## config.mk

```make
export PLATFORM = sky130hd
export DESIGN_NAME = i2cm_front
export DESIGN_NICKNAME = d
export VERILOG_FILES = /design/src/rtl/i2cm_pkg.sv /design/src/rtl/i2cm_eng_port.sv /design/src/rtl/i2cm_rd_mux.sv /design/src/rtl/i2cm_front.sv
export SDC_FILE = /design/constraint.sdc
export NUM_CORES = 1
export LEC_CHECK = 0
export BUFFER_PORTS_ARGS = -buffer_cell sky130_fd_sc_hd__buf_2
export CAP_MARGIN = 0
export CORE_UTILIZATION = 42
export DETAILED_ROUTE_END_ITERATION = 8
export SYNTH_ARGS = -nofsm -noshare
export SYNTH_HDL_FRONTEND = slang
export SYNTH_SLANG_ARGS = --single-unit
```

## constraint.sdc

```tcl
create_clock -name clk -period 2.8 [get_ports clk]
set_clock_uncertainty 0.05 [all_clocks]
set_input_delay 0.56 -clock clk [delete_from_list [all_inputs] [get_ports clk]]
set_output_delay 0.56 -clock clk [all_outputs]
set_load 0.02 [all_outputs]
```

## src/rtl/i2cm_pkg.sv

```systemverilog
package i2cm_pkg;
  typedef enum logic [1:0] {
    OP_START = 2'd0,
    OP_SEND  = 2'd1,
    OP_RECV  = 2'd2,
    OP_STOP  = 2'd3
  } eng_op_e;

  typedef enum logic [1:0] {
    T_IDLE = 2'd0,
    T_WAIT = 2'd1,
    T_ACK  = 2'd2
  } tstate_e;

  typedef enum logic [1:0] {
    K_STOP = 2'd0,
    K_ADDR = 2'd1,
    K_SEND = 2'd2,
    K_RECV = 2'd3
  } kind_e;

  // control bits
  localparam int CTL_EN    = 0;
  localparam int CTL_IE    = 1;
  localparam int CTL_MS    = 2;
  localparam int CTL_TX    = 3;
  localparam int CTL_NOACK = 4;
  localparam int CTL_RS    = 5;
  localparam int CTL_W     = 6;

  // status bits
  localparam int ST_NACK = 0;
  localparam int ST_IRQ  = 1;
  localparam int ST_ARB  = 2;
  localparam int ST_BUSY = 3;
  localparam int ST_W    = 4;

  // register offsets
  localparam logic [2:0] REG_OWN  = 3'd0;
  localparam logic [2:0] REG_DIV  = 3'd1;
  localparam logic [2:0] REG_CTL  = 3'd2;
  localparam logic [2:0] REG_STAT = 3'd3;
  localparam logic [2:0] REG_DATA = 3'd4;
endpackage

```

## src/rtl/i2cm_eng_port.sv

```systemverilog
module i2cm_eng_port
  import i2cm_pkg::*;
#(
  parameter int BYTE_W = 8
) (
  input  logic              clk,
  input  logic              rst_n,
  input  logic              launch,
  input  eng_op_e           l_op,
  input  logic [BYTE_W-1:0] l_byte,
  output logic              done,
  output logic              eng_cmd_valid,
  input  logic              eng_cmd_ready,
  output logic [1:0]        eng_cmd_op,
  output logic [BYTE_W-1:0] eng_cmd_byte,
  input  logic              eng_rsp_valid,
  output logic              eng_rsp_ready
);
  typedef enum logic [1:0] {P_IDLE, P_CMD, P_RESP} pstate_e;

  pstate_e           ps;
  eng_op_e           op_q;
  logic [BYTE_W-1:0] byte_q;

  assign done          = (ps == P_RESP) && eng_rsp_valid;
  assign eng_cmd_valid = (ps == P_CMD);
  assign eng_rsp_ready = (ps == P_RESP);
  assign eng_cmd_op    = op_q;
  assign eng_cmd_byte  = byte_q;

  always_ff @(posedge clk) begin
    if (!rst_n) begin
      ps     <= P_IDLE;
      op_q   <= OP_START;
      byte_q <= '0;
    end else begin
      if (launch && (ps == P_IDLE || done)) begin
        op_q   <= l_op;
        byte_q <= l_byte;
      end
      case (ps)
        P_IDLE:  if (launch) ps <= P_CMD;
        P_CMD:   if (eng_cmd_ready) ps <= P_RESP;
        P_RESP:  if (eng_rsp_valid) ps <= launch ? P_CMD : P_IDLE;
        default: ps <= P_IDLE;
      endcase
    end
  end
endmodule

```

## src/rtl/i2cm_rd_mux.sv

```systemverilog
module i2cm_rd_mux
  import i2cm_pkg::*;
#(
  parameter int BYTE_W = 8,
  parameter int DIV_W  = 6,
  parameter int RD_W   = 16
) (
  input  logic [2:0]        idx,
  input  logic [BYTE_W-1:0] own,
  input  logic [DIV_W-1:0]  div,
  input  logic [CTL_W-1:0]  ctl,
  input  logic [ST_W-1:0]   stat,
  input  logic [BYTE_W-1:0] rx,
  output logic [RD_W-1:0]   rdata
);
  always_comb begin
    rdata = '0;
    case (idx)
      REG_OWN:  rdata[BYTE_W-1:0] = own;
      REG_DIV:  rdata[DIV_W-1:0]  = div;
      REG_CTL:  rdata[CTL_W-1:0]  = ctl;
      REG_STAT: rdata[ST_W-1:0]   = stat;
      REG_DATA: rdata[BYTE_W-1:0] = rx;
      default:  rdata = '0;
    endcase
  end
endmodule

```

## src/rtl/i2cm_front.sv

```systemverilog
module i2cm_front
  import i2cm_pkg::*;
#(
  parameter int BYTE_W = 8,
  parameter int DIV_W  = 6,
  parameter int RD_W   = 16
) (
  input  logic              clk,
  input  logic              rst_n,
  input  logic              req_valid,
  output logic              req_ready,
  input  logic              req_write,
  input  logic [2:0]        req_addr,
  input  logic [BYTE_W-1:0] req_wdata,
  output logic [RD_W-1:0]   req_rdata,
  output logic              req_err,
  output logic              irq,
  output logic              eng_cmd_valid,
  input  logic              eng_cmd_ready,
  output logic [1:0]        eng_cmd_op,
  output logic [BYTE_W-1:0] eng_cmd_byte,
  input  logic              eng_rsp_valid,
  output logic              eng_rsp_ready,
  input  logic              eng_rsp_nack,
  input  logic [BYTE_W-1:0] eng_rsp_byte
);
  localparam logic [BYTE_W-1:0] OWN_MASK = {{(BYTE_W-1){1'b1}}, 1'b0};

  tstate_e           ts;
  kind_e             kind;
  logic [BYTE_W-1:0] own_q, rx_q;
  logic [DIV_W-1:0]  div_q;
  logic [CTL_W-1:0]  ctl_q;
  logic              st_nack, st_irq, st_arb, st_busy, open_q;
  logic [RD_W-1:0]   rdata_q, mux_rdata;
  logic              err_q;
  logic [ST_W-1:0]   stat_v;

  logic              acc, wr_ctl, srst, ctl_norm, ms_off_stop, rs_stop;
  logic              dw, dr_ok, dr_err, nack_stop, launch, done, raise;
  eng_op_e           l_op;
  kind_e             l_kind;

  assign stat_v = {st_busy, st_arb, st_irq, st_nack};
  assign raise  = ctl_q[CTL_EN] && ctl_q[CTL_IE];

  // access decode
  always_comb begin
    acc         = (ts == T_IDLE) && req_valid;
    wr_ctl      = acc && req_write && (req_addr == REG_CTL);
    srst        = wr_ctl && ctl_q[CTL_EN] && !req_wdata[CTL_EN];
    ctl_norm    = wr_ctl && !srst;
    ms_off_stop = ctl_norm && !req_wdata[CTL_MS] && open_q;
    rs_stop     = ctl_norm && req_wdata[CTL_MS] && req_wdata[CTL_RS] && open_q;
    dw          = acc && req_write && (req_addr == REG_DATA) &&
                  ctl_q[CTL_EN] && ctl_q[CTL_MS];
    dr_ok       = acc && !req_write && (req_addr == REG_DATA) && ctl_q[CTL_MS] &&
                  open_q && !ctl_q[CTL_TX];
    dr_err      = acc && !req_write && (req_addr == REG_DATA) && ctl_q[CTL_MS] &&
                  !(open_q && !ctl_q[CTL_TX]);
    nack_stop   = (ts == T_WAIT) && done && (kind == K_SEND) && eng_rsp_nack;
    launch      = (srst && open_q) || ms_off_stop || rs_stop || dw || dr_ok || nack_stop;
    if (dw) begin
      l_op   = open_q ? OP_SEND : OP_START;
      l_kind = open_q ? K_SEND : K_ADDR;
    end else if (dr_ok) begin
      l_op   = OP_RECV;
      l_kind = K_RECV;
    end else begin
      l_op   = OP_STOP;
      l_kind = K_STOP;
    end
  end

  i2cm_eng_port #(.BYTE_W(BYTE_W)) u_port (
    .clk           (clk),
    .rst_n         (rst_n),
    .launch        (launch),
    .l_op          (l_op),
    .l_byte        (dw ? req_wdata : '0),
    .done          (done),
    .eng_cmd_valid (eng_cmd_valid),
    .eng_cmd_ready (eng_cmd_ready),
    .eng_cmd_op    (eng_cmd_op),
    .eng_cmd_byte  (eng_cmd_byte),
    .eng_rsp_valid (eng_rsp_valid),
    .eng_rsp_ready (eng_rsp_ready)
  );

  i2cm_rd_mux #(.BYTE_W(BYTE_W), .DIV_W(DIV_W), .RD_W(RD_W)) u_mux (
    .idx   (req_addr),
    .own   (own_q),
    .div   (div_q),
    .ctl   (ctl_q),
    .stat  (stat_v),
    .rx    (rx_q),
    .rdata (mux_rdata)
  );

  always_ff @(posedge clk) begin
    if (!rst_n) begin
      ts      <= T_IDLE;
      kind    <= K_STOP;
      own_q   <= '0;
      div_q   <= '0;
      ctl_q   <= '0;
      rx_q    <= '0;
      st_nack <= 1'b0;
      st_irq  <= 1'b0;
      st_arb  <= 1'b0;
      st_busy <= 1'b0;
      open_q  <= 1'b0;
      rdata_q <= '0;
      err_q   <= 1'b0;
    end else begin
      case (ts)
        T_IDLE: if (acc) begin
          rdata_q <= mux_rdata;
          err_q   <= dr_err;
          kind    <= l_kind;
          ts      <= launch ? T_WAIT : T_ACK;
          if (req_write) begin
            case (req_addr)
              REG_OWN: own_q <= req_wdata & OWN_MASK;
              REG_DIV: div_q <= req_wdata[DIV_W-1:0];
              REG_CTL: begin
                if (srst) begin
                  ctl_q   <= '0;
                  div_q   <= '0;
                  rx_q    <= '0;
                  st_nack <= 1'b0;
                  st_irq  <= 1'b0;
                  st_arb  <= 1'b0;
                  st_busy <= 1'b0;
                  open_q  <= 1'b0;
                end else begin
                  ctl_q <= req_wdata[CTL_W-1:0];
                  if (rs_stop) ctl_q[CTL_RS] <= 1'b0;
                  st_busy <= req_wdata[CTL_MS];
                  if (ms_off_stop || rs_stop) open_q <= 1'b0;
                end
              end
              REG_STAT: begin
                if (st_irq && !req_wdata[ST_IRQ]) st_irq <= 1'b0;
                if (st_arb && !req_wdata[ST_ARB]) st_arb <= 1'b0;
              end
              default: ;
            endcase
          end
        end
        T_WAIT: if (done) begin
          ts <= nack_stop ? T_WAIT : T_ACK;
          if (nack_stop) kind <= K_STOP;
          case (kind)
            K_ADDR: begin
              if (eng_rsp_nack) st_nack <= 1'b1;
              else begin
                st_nack <= 1'b0;
                open_q  <= 1'b1;
                if (raise) st_irq <= 1'b1;
              end
            end
            K_SEND: begin
              if (eng_rsp_nack) begin
                st_nack <= 1'b1;
                open_q  <= 1'b0;
              end else begin
                st_nack <= 1'b0;
                if (raise) st_irq <= 1'b1;
              end
            end
            K_RECV: begin
              rx_q <= eng_rsp_byte;
              if (raise) st_irq <= 1'b1;
            end
            default: ;
          endcase
        end
        T_ACK:   ts <= T_IDLE;
        default: ts <= T_IDLE;
      endcase
    end
  end

  assign req_ready = (ts == T_ACK);
  assign req_rdata = rdata_q;
  assign req_err   = err_q;
  assign irq       = st_irq;
endmodule

```

==> flow_summary.html, run 1 <==
<table>
<tr><th>Metric</th><th>Value</th></tr>
<tr><th colspan="2">Setup path</th></tr>
<tr><td>Required arrival time at the worst endpoint</td><td>3.01 ns</td></tr>
<tr><td>Number of buffer and inverter instances along the worst setup path</td><td>1</td></tr>
<tr><td>CP Data Arrival Time</td><td>2.20 ns</td></tr>
<tr><td>Kind of cell adding the most delay to the critical path</td><td>flip-flops</td></tr>
<tr><td>Crit path largest cell delay</td><td>between 0.6 and 0.7 ns</td></tr>
<tr><td>Endpoint class of the critical path</td><td>register</td></tr>
<tr><td>Crit. path cell count</td><td>6</td></tr>
<tr><td>Startpoint type of the worst setup path</td><td>register</td></tr>
<tr><td>Startpoint-to-endpoint class of the critical path</td><td>reg2reg</td></tr>
<tr><td>Biggest fanout along the worst timing path</td><td>12</td></tr>
<tr><td>Count of cells along the worst register-to-register path</td><td>6</td></tr>
<tr><td>Ordered list of cells on the worst path</td><td>nand2b_1 &gt; nor2_2 &gt; buf_4 &gt; nand3_1 &gt; a21oi_4 &gt; o221a_2</td></tr>
<tr><td>Critical-path cell with the highest stage delay</td><td>sky130_fd_sc_hd__dfxtp_1</td></tr>
<tr><th colspan="2">CTS</th></tr>
<tr><td>Clock slew seen by the registers of the worst setup and hold paths</td><td>roughly 0.090 ns</td></tr>
<tr><td>Clock root buffer</td><td>sky130_fd_sc_hd__clkbuf_8</td></tr>
<tr><td>Clock network latency to the later pin of the worst-skew pair</td><td>~0.3 ns</td></tr>
<tr><td>Number of H-tree branching levels</td><td>2</td></tr>
<tr><td>Hold Buf Count CTS</td><td>0</td></tr>
<tr><td>CTS tree</td><td>built</td></tr>
<tr><td>Post-cts gate resize count</td><td>0</td></tr>
<tr><td>CTS max path bufs</td><td>2</td></tr>
<tr><td>Clock tree sinks</td><td>55</td></tr>
<tr><td>Inserted Clock Buffers</td><td>5</td></tr>
<tr><td>Setup bufs post-CTS</td><td>0</td></tr>
<tr><th colspan="2">Route</th></tr>
<tr><td>Avg Vias per Cell</td><td>between 5 and 6</td></tr>
<tr><td>Length of routed met3 wiring</td><td>286 um</td></tr>
<tr><td>Overall routed net length</td><td>roughly 6.4 mm</td></tr>
<tr><td>Remaining routing DRC violations</td><td>0</td></tr>
<tr><td>WL/cell</td><td>around 15 um</td></tr>
<tr><td>Antenna violation net count after detailed routing</td><td>0</td></tr>
<tr><td>Detailed-routed wire length on met2</td><td>roughly 3.0 mm</td></tr>
<tr><td>Routed met1 length</td><td>3.02 mm</td></tr>
<tr><td>DR pass1 iterations</td><td>4</td></tr>
<tr><td>Iteration-0 DRC Markers</td><td>177</td></tr>
<tr><td>Routed via count</td><td>2347</td></tr>
<tr><td>Top layer reached by signal wires</td><td>met4</td></tr>
<tr><th colspan="2">Die</th></tr>
<tr><td>Effective utilization at floorplan</td><td>between 40 and 50%</td></tr>
<tr><td>Core outline area</td><td>roughly 6000 um^2</td></tr>
<tr><td>Vertical extent of the die</td><td>around 82 um</td></tr>
<tr><td>Rows</td><td>28</td></tr>
<tr><td>Chip width</td><td>between 80 and 90 um</td></tr>
<tr><td>Die Footprint</td><td>6680 um^2</td></tr>
<tr><td>Io pins</td><td>57</td></tr>
<tr><th colspan="2">Global route</th></tr>
<tr><td>Vias in the first global route</td><td>between 2000 and 2500</td></tr>
<tr><td>GRT Util Overall</td><td>around a fifth</td></tr>
<tr><td>Final global-route overflow total</td><td>0</td></tr>
<tr><td>Antenna violations before repair</td><td>0</td></tr>
<tr><td>First-pass GRT wire length</td><td>around 10 mm</td></tr>
<tr><td>Maximum number of pins on one net before global-route repair</td><td>22</td></tr>
<tr><th colspan="2">Logic synthesis</th></tr>
<tr><td>Library cells used by synthesis</td><td>51</td></tr>
<tr><td>Count of synthesis-stage warnings from yosys</td><td>0</td></tr>
<tr><td>Share of synthesized area occupied by flip-flops and latches</td><td>between 40% and 50%</td></tr>
<tr><td>Number of register bits inferred by synthesis</td><td>55</td></tr>
<tr><td>Mean instance size in the synthesized netlist</td><td>between 8 and 9 um^2</td></tr>
<tr><td>Asr flop ratio synth</td><td>0%</td></tr>
<tr><td>Synthesized instance count</td><td>~320</td></tr>
<tr><td>Number of synthesized flops with an enable pin</td><td>0</td></tr>
<tr><td>Cell area after technology mapping</td><td>roughly 2700 um^2</td></tr>
<tr><td>Synth Flop Type</td><td>sky130_fd_sc_hd__dfxtp_1</td></tr>
<tr><th colspan="2">Layout</th></tr>
<tr><td>Fraction of final layout cells with drive strength greater than 1</td><td>21.5%</td></tr>
<tr><td>Post-layout net count</td><td>a little under 400</td></tr>
<tr><td>Antenna cell count</td><td>0</td></tr>
<tr><td>Commonest non-fill, non-tap cell in the layout</td><td>sky130_fd_sc_hd__dfxtp_1</td></tr>
<tr><td>Commonest cells after routing, fill and taps aside</td><td>sky130_fd_sc_hd__dfxtp_1, sky130_fd_sc_hd__buf_2, sky130_fd_sc_hd__nor2_1</td></tr>
<tr><td>Area growth from synthesis to layout</td><td>13.8%</td></tr>
<tr><th colspan="2">Pwr</th></tr>
<tr><td>Leak pwr</td><td>around 1.2 nW</td></tr>
<tr><td>Internal cell power</td><td>1.10 mW</td></tr>
<tr><td>Relative contribution of sequential cells to total power</td><td>55.4%</td></tr>
<tr><td>Net switching fraction of the power</td><td>about a quarter</td></tr>
<tr><td>VDD IR-drop max</td><td>about 0.33 mV</td></tr>
<tr><td>Switching component of the power</td><td>about 0.34 mW</td></tr>
<tr><td>Comb pwr share</td><td>a little under a tenth</td></tr>
<tr><td>Pwr dens</td><td>473 nW/um^2</td></tr>
<tr><td>Clock network power share</td><td>a little over a third</td></tr>
<tr><th colspan="2">Run</th></tr>
<tr><td>MaxCap Viol Count</td><td>0</td></tr>
<tr><th colspan="2">Timing</th></tr>
<tr><td>Clock period minus final worst setup slack</td><td>approximately 2 ns</td></tr>
<tr><td>Number of slew-limit violations in the final report</td><td>0</td></tr>
<tr><td>Final clock period utilization by the worst path</td><td>between 70% and 80%</td></tr>
<tr><td>Peak clock frequency supported by timing</td><td>501 MHz</td></tr>
<tr><td>Post-route setup TNS</td><td>0 ns</td></tr>
<tr><td>Actual slew at the worst max-slew pin</td><td>0.669 ns</td></tr>
<tr><td>Relative slew slack</td><td>55.1%</td></tr>
<tr><td>Hold Vio Cnt, Final</td><td>0</td></tr>
<tr><td>Hold_ws</td><td>0.406 ns</td></tr>
<tr><td>Number of failing setup endpoints in the final timing report</td><td>0</td></tr>
<tr><td>Unrepaired setup endpoints after global routing</td><td>no</td></tr>
<tr><th colspan="2">Worst hold path</th></tr>
<tr><td>Hold depth</td><td>2</td></tr>
<tr><td>Worst min path class</td><td>reg2reg</td></tr>
<tr><th colspan="2">Placement</th></tr>
<tr><td>Final Wtd Congestion</td><td>0.784</td></tr>
<tr><td>Port bufs</td><td>48</td></tr>
<tr><td>Final HPWL from detailed placement</td><td>around 4.8 mm</td></tr>
<tr><th colspan="2">Outcome</th></tr>
<tr><td>Result of the run</td><td>finished clean</td></tr>
</table>
==> power by group through the flow <==
stage / combinational, mW / clock (mW) / sequential (mW)
finish: 0.137 / 0.503 / 0.797
global route: 0.150 / 0.544 / 0.799
CTS: 0.137 / 0.519 / 0.798
detailed placement: 0.137 / 0 / 0.816
global placement: 0.136 / 0 / 0.816
floorplan: 0.0883 / 0 / 0.821
==> synth_stat cells (all sizes together), types with 2 or more instances <==
| cell type | n | area, um^2 |
|---|---|---|
| nor2b | 6 | 37.5 |
| a22oi | 18 | 135 |
| dfxtp | 55 | 1100 |
| o32ai | 2 | 17.5 |
| ha | 3 | 37.5 |
| a21oi | 23 | 126 |
| mux2i | 13 | 130 |
| and2 | 3 | 18.8 |
| nor2 | 45 | 171 |
| inv | 9 | 33.8 |
| nor3b | 3 | 33.8 |
| o21ai | 23 | 123 |
| o221a | 2 | 22.5 |
| nor4 | 3 | 33.8 |
| clkbuf | 9 | 33.8 |
| nand2 | 34 | 128 |
| nor3 | 3 | 20.0 |
| a311oi | 3 | 26.3 |
| nand3 | 10 | 50.1 |
| buf | 16 | 105 |
| a31oi | 2 | 12.5 |
| nand3b | 6 | 45.0 |
| nand2b | 4 | 25.0 |
| or3b | 2 | 20.0 |
| mux2 | 3 | 33.8 |
==> path summary, 6_finish.rpt <==
kind	from	to	slack (ns)
setup / recovery	ts[0]	u_port.eng_cmd_op[0]	0.80
hold / removal	req_err	req_err	0.41
setup reg to reg	ts[0]	u_port.eng_cmd_op[0]	0.80
hold reg to reg	req_err	req_err	0.41
==> kinds of logic after synthesis <==
family | synth area share, %
AO/OA/AOI/OAI | 20.5
adder cells (fa/ha/maj) | 1.41
buffers and inverters | 6.46
flip-flops | 41.2
multiplexers | 6.98
other | 0.140
AND/OR/NAND/NOR | 23.3
==> worst reg2reg max path, delay by kind of cell, from the launching register on <==
kind | cells | cell delay [ns]
buf+inv | 1 | 0.16
compound gates | 2 | 0.56
flops | 1 | 0.63
simple gates | 3 | 0.54
==> sequential cells by signal (all words and copies together) (netlist names) <==
signal	count
u_port.ps	2
st_nack	1
ctl_q	6
u_port.eng_cmd_op	2
req_rdata	8
kind	2
ts	2
div_q	6
req_err	1
u_port.eng_cmd_byte	8
rx_q	8
own_q	7
irq	1
open_q	1
==> per-layer routing <==
metal / vias to the layer above / GRT usage (%)
met5: - / 0
met2: 60 / 31.9
met4: 0 / 6.84
met3: 8 / 3.67
li1: 1183 / -
met1: 1096 / 28.2
==> stage by stage <==
stage,std cells,cell area (um^2),power [mW],setup WS (ns),utilization (%)
after floorplan,322,2700,0.910,0.871,-
after global placement,426,2940,0.952,0.553,48.8
after CTS,433,3040,1.45,0.829,50.5
final,433,3040,1.44,0.804,50.5
after global routing,433,3040,1.49,0.647,50.5
after detailed placement,426,2940,0.953,0.513,48.8
==> area by class of cell <==
type                            count  area, um^2
Fill cell                         618        2990
Multi-Input combinational cell    233        1420
Sequential cell                    55        1100
Timing Repair Buffer               54         285
Tap cell                           75        93.8
Clock buffer                        6        72.6
Inverter                            9        33.8
Clock inverter                      1        30.0
No activity file was read; power rests on OpenSTA's default activity.
==> run 2, diff against run 1 <==
--- a/config.mk
+++ b/config.mk
@@ -5,6 +5,7 @@
 export SDC_FILE = /design/constraint.sdc
 export NUM_CORES = 1
 export LEC_CHECK = 0
+export ABC_AREA = 1
 export BUFFER_PORTS_ARGS = -buffer_cell sky130_fd_sc_hd__buf_2
 export CAP_MARGIN = 0
 export CORE_UTILIZATION = 42
==> constraint.sdc (replaced) <==
create_clock -name clk -period 2.1 [get_ports clk]
set_clock_uncertainty 0.05 [all_clocks]
set_input_delay 0.42 -clock clk [delete_from_list [all_inputs] [get_ports clk]]
set_output_delay 0.42 -clock clk [all_outputs]
set_load 0.02 [all_outputs]
==> run 2 against run 1 <==
Compared with the run above: first-iteration DRC count is 20% lower; sequential share of layout area fell by 2.9 points; fmax grew 8.0%; via count increased by 16%; wire length grew 14%; cell area grew 8.7%; hold slack got worse by 0.11 ns; worst setup slack got worse by 0.55 ns; final cell count grew 24%; clock power is 48% higher.
==> flow_summary.html, run 2 <==
<table>
<tr><th>Metric</th><th>Value</th></tr>
<tr><th colspan="2">Outcome</th></tr>
<tr><td>Result of the run</td><td>finished clean</td></tr>
<tr><th colspan="2">Logic synthesis</th></tr>
<tr><td>Dominant cell by count in the synthesized netlist</td><td>sky130_fd_sc_hd__nand2_1</td></tr>
<tr><td>Share of synthesized area occupied by flip-flops and latches</td><td>between 30 and 40%</td></tr>
<tr><td>Asr flop ratio synth</td><td>0%</td></tr>
<tr><td>Cell area after technology mapping</td><td>between 2000 and 3000 um^2</td></tr>
<tr><td>Synth Flop Type</td><td>sky130_fd_sc_hd__dfxtp_1</td></tr>
<tr><td>Number of synthesized flops with an enable pin</td><td>0</td></tr>
<tr><td>Top area cells in the synthesized netlist</td><td>sky130_fd_sc_hd__dfxtp_1, sky130_fd_sc_hd__nand2_1, sky130_fd_sc_hd__a21oi_1</td></tr>
<tr><td>Library cells used by synthesis</td><td>39</td></tr>
<tr><td>Synthesized instance count</td><td>between 400 and 500</td></tr>
<tr><td>Top cells by instance count after synthesis</td><td>sky130_fd_sc_hd__nand2_1, sky130_fd_sc_hd__dfxtp_1, sky130_fd_sc_hd__a21oi_1, sky130_fd_sc_hd__inv_1, sky130_fd_sc_hd__nor2_1</td></tr>
<tr><td>Count of synthesis-stage warnings from yosys</td><td>0</td></tr>
<tr><td>Yosys top cell by area</td><td>sky130_fd_sc_hd__dfxtp_1</td></tr>
<tr><td>Synth top area share</td><td>between 30% and 40%</td></tr>
<tr><td>Number of register bits inferred by synthesis</td><td>55</td></tr>
<tr><td>Mean instance size in the synthesized netlist</td><td>just over 7 um^2</td></tr>
<tr><th colspan="2">Worst hold path</th></tr>
<tr><td>Worst min path class</td><td>in2reg</td></tr>
<tr><td>Hold depth</td><td>3</td></tr>
<tr><th colspan="2">Placement</th></tr>
<tr><td>Final Wtd Congestion</td><td>around 0.83</td></tr>
<tr><td>Port bufs</td><td>48</td></tr>
<tr><td>Placed cells</td><td>roughly 530</td></tr>
<tr><td>Final HPWL from detailed placement</td><td>about 5.5 mm</td></tr>
<tr><td>Post-placement worst setup slack</td><td>between 0.1 and 0.15 ns</td></tr>
<tr><th colspan="2">Layout</th></tr>
<tr><td>Fraction of final layout cells with drive strength greater than 1</td><td>between 10% and 20%</td></tr>
<tr><td>Commonest non-fill, non-tap cell in the layout</td><td>sky130_fd_sc_hd__nand2_1</td></tr>
<tr><td>Area growth from synthesis to layout</td><td>13.9%</td></tr>
<tr><td>Antenna cell count</td><td>0</td></tr>
<tr><td>Commonest cells after routing, fill and taps aside</td><td>sky130_fd_sc_hd__nand2_1, sky130_fd_sc_hd__dfxtp_1, sky130_fd_sc_hd__a21oi_1, sky130_fd_sc_hd__buf_2, sky130_fd_sc_hd__inv_1</td></tr>
<tr><td>Number of non-filler instances in the completed layout</td><td>between 500 and 600</td></tr>
<tr><td>Post-layout net count</td><td>~490</td></tr>
<tr><th colspan="2">Route</th></tr>
<tr><td>DR pass1 iterations</td><td>4</td></tr>
<tr><td>Remaining routing DRC violations</td><td>0</td></tr>
<tr><td>Overall routed net length</td><td>between 7 and 8 mm</td></tr>
<tr><td>Antenna violation net count after detailed routing</td><td>0</td></tr>
<tr><td>WL/cell</td><td>13.6 um</td></tr>
<tr><td>Avg Vias per Cell</td><td>between 5 and 6</td></tr>
<tr><td>Routed via count</td><td>approximately 2700</td></tr>
<tr><td>Iteration-0 DRC Markers</td><td>142</td></tr>
<tr><th colspan="2">Setup path</th></tr>
<tr><td>Ordered list of cells on the worst path</td><td>nor2_4 &gt; nand2_4 &gt; inv_4 &gt; nand2_4 &gt; nor2_8 &gt; nand3_4 &gt; nand3_4 &gt; nand2_4 &gt; nand2_1 &gt; nand2_1 &gt; nor2_1</td></tr>
<tr><td>Required arrival time at the worst endpoint</td><td>between 2 and 2.5 ns</td></tr>
<tr><td>Crit path largest cell delay</td><td>between 0.3 and 0.4 ns</td></tr>
<tr><td>Startpoint-to-endpoint class of the critical path</td><td>reg2reg</td></tr>
<tr><td>Number of buffer and inverter instances along the worst setup path</td><td>1</td></tr>
<tr><td>Endpoint class of the critical path</td><td>register</td></tr>
<tr><td>Cell with the most instances on the worst path</td><td>sky130_fd_sc_hd__nand2_4</td></tr>
<tr><td>Kind of cell adding the most delay to the critical path</td><td>simple AND/OR/NAND/NOR gates</td></tr>
<tr><td>Startpoint type of the worst setup path</td><td>register</td></tr>
<tr><td>Count of cells along the worst register-to-register path</td><td>11</td></tr>
<tr><td>Crit. path cell count</td><td>11</td></tr>
<tr><td>CP Data Arrival Time</td><td>2.06 ns</td></tr>
<tr><td>Biggest fanout along the worst timing path</td><td>15</td></tr>
<tr><td>Critical-path cell with the highest stage delay</td><td>sky130_fd_sc_hd__dfxtp_1</td></tr>
<tr><th colspan="2">Timing</th></tr>
<tr><td>Clock period minus final worst setup slack</td><td>approximately 1.8 ns</td></tr>
<tr><td>Final clock period utilization by the worst path</td><td>about nine tenths</td></tr>
<tr><td>Number of slew-limit violations in the final report</td><td>0</td></tr>
<tr><td>Actual slew at the worst max-slew pin</td><td>approximately 0.76 ns</td></tr>
<tr><td>Hold_ws</td><td>0.301 ns</td></tr>
<tr><td>Unrepaired setup endpoints after global routing</td><td>no</td></tr>
<tr><td>Peak clock frequency supported by timing</td><td>between 500 and 600 MHz</td></tr>
<tr><td>Post-route setup TNS</td><td>0 ns</td></tr>
<tr><td>Hold Vio Cnt, Final</td><td>0</td></tr>
<tr><td>Number of failing setup endpoints in the final timing report</td><td>0</td></tr>
<tr><td>PnR worst setup slack</td><td>approximately 0.25 ns</td></tr>
<tr><td>Relative slew slack</td><td>around half</td></tr>
<tr><th colspan="2">Die</th></tr>
<tr><td>Effective utilization at floorplan</td><td>44.7%</td></tr>
<tr><td>Rows</td><td>29</td></tr>
<tr><td>Io pins</td><td>57</td></tr>
<tr><td>Chip width</td><td>roughly 85 um</td></tr>
<tr><td>Core outline area</td><td>between 6000 and 7000 um^2</td></tr>
<tr><td>Vertical extent of the die</td><td>approximately 85 um</td></tr>
<tr><td>Die Footprint</td><td>roughly 7200 um^2</td></tr>
<tr><th colspan="2">CTS</th></tr>
<tr><td>Clock root buffer</td><td>sky130_fd_sc_hd__clkbuf_8</td></tr>
<tr><td>Number of H-tree branching levels</td><td>2</td></tr>
<tr><td>CTS tree</td><td>built</td></tr>
<tr><td>Setup bufs post-CTS</td><td>0</td></tr>
<tr><td>Inserted Clock Buffers</td><td>5</td></tr>
<tr><td>Clock tree sinks</td><td>55</td></tr>
<tr><td>Clock network latency to the later pin of the worst-skew pair</td><td>~0.32 ns</td></tr>
<tr><td>Post-cts gate resize count</td><td>0</td></tr>
<tr><td>Clock slew seen by the registers of the worst setup and hold paths</td><td>~0.11 ns</td></tr>
<tr><td>CTS max path bufs</td><td>2</td></tr>
<tr><td>Hold Buf Count CTS</td><td>0</td></tr>
<tr><th colspan="2">Global route</th></tr>
<tr><td>Final global-route overflow total</td><td>0</td></tr>
<tr><td>First-pass GRT wire length</td><td>12.4 mm</td></tr>
<tr><td>Vias in the first global route</td><td>2561</td></tr>
<tr><td>Antenna violations before repair</td><td>0</td></tr>
<tr><td>Maximum number of pins on one net before global-route repair</td><td>38</td></tr>
<tr><td>GRT Util Overall</td><td>a little over a fifth</td></tr>
<tr><th colspan="2">Pwr</th></tr>
<tr><td>VDD IR-drop max</td><td>between 0.2 and 0.3 mV</td></tr>
<tr><td>Leak pwr</td><td>1.47 nW</td></tr>
<tr><td>Pwr dens</td><td>between 600 and 700 nW/um^2</td></tr>
<tr><th colspan="2">Run</th></tr>
<tr><td>MaxCap Viol Count</td><td>0</td></tr>
</table>
[run 2: cell types whose count changed after synthesis, moves of 13 or more]
cell,before,now
sky130_fd_sc_hd__nand2_1,34,97
sky130_fd_sc_hd__inv_1,9,45
sky130_fd_sc_hd__a21oi_1,22,48
sky130_fd_sc_hd__a22oi_1,18,0
sky130_fd_sc_hd__nand3_1,10,26
sky130_fd_sc_hd__mux2i_1,13,0
[run 2: area by class of cell]
cell class / instances / area [um^2]
Sequential cell: 55 / 1100
Inverter: 48 / 183
Tap cell: 77 / 96.3
Multi-Input combinational cell: 293 / 1510
Clock buffer: 6 / 72.6
Clock inverter: 2 / 38.8
Timing Repair Buffer: 56 / 300
Fill cell: 665 / 3190
[run 2: layer usage]
| layer | wire length [um] | global-route usage, % | part of all wire, % | vias up |
|---|---|---|---|---|
| met5 | 0 | 0 | 0 | - |
| met4 | 105 | 6.78 | 1.4 | 0 |
| met3 | 255 | 3.40 | 3.5 | 9 |
| met2 | 3460 | 36.2 | 47 | 56 |
| met1 | 3470 | 28.8 | 48 | 1238 |
| li1 | - | - | - | 1419 |
[run 2: worst min-delay path, cell delays in order]
cell and delay [ns]:
sky130_fd_sc_hd__buf_2 0.10, sky130_fd_sc_hd__nor2_1 0.04, sky130_fd_sc_hd__nor2_1 0.08
[run 2: cells by family after synthesis]
kind of cell / count (synthesis) / synth area share (%)
simple gates: 197 / 32.9
compound gates: 85 / 17.0
buf+inv: 68 / 10.8
flops: 55 / 38.0
fa+ha+maj: 3 / 1.29
other cells: 1 / 0.129
[run 2: path summary, 6_finish.rpt]
check               startpoint                     end  slack [ns]
hold reg to reg   req_rdata[0]            req_rdata[0]        0.42
setup reg to reg         ts[1]  u_port.eng_cmd_byte[0]        0.25
setup / recovery         ts[1]  u_port.eng_cmd_byte[0]        0.25
hold / removal    req_wdata[7]                own_q[7]        0.30
[run 2: power by group]
group / internal [mW] / switching (mW) / total, mW
combinational: 0.0636 / 0.147 / 0.210
clock: 0.361 / 0.381 / 0.742
sequential: 1.06 / 0.0117 / 1.07
total: 1.49 / 0.539 / 2.03
[run 2: per-stage QoR]
| stage | area (um^2) | utilization (%) | total power, mW |
|---|---|---|---|
| 2_1_floorplan | 2930 | - | 1.24 |
| 3_3_place_gp | 3190 | 49.2 | 1.31 |
| 3_5_place_dp | 3190 | 49.2 | 1.31 |
| 4_1_cts | 3300 | 50.9 | 2.04 |
| 5_1_grt | 3300 | 50.9 | 2.10 |
| 6_report | 3300 | 50.9 | 2.03 |
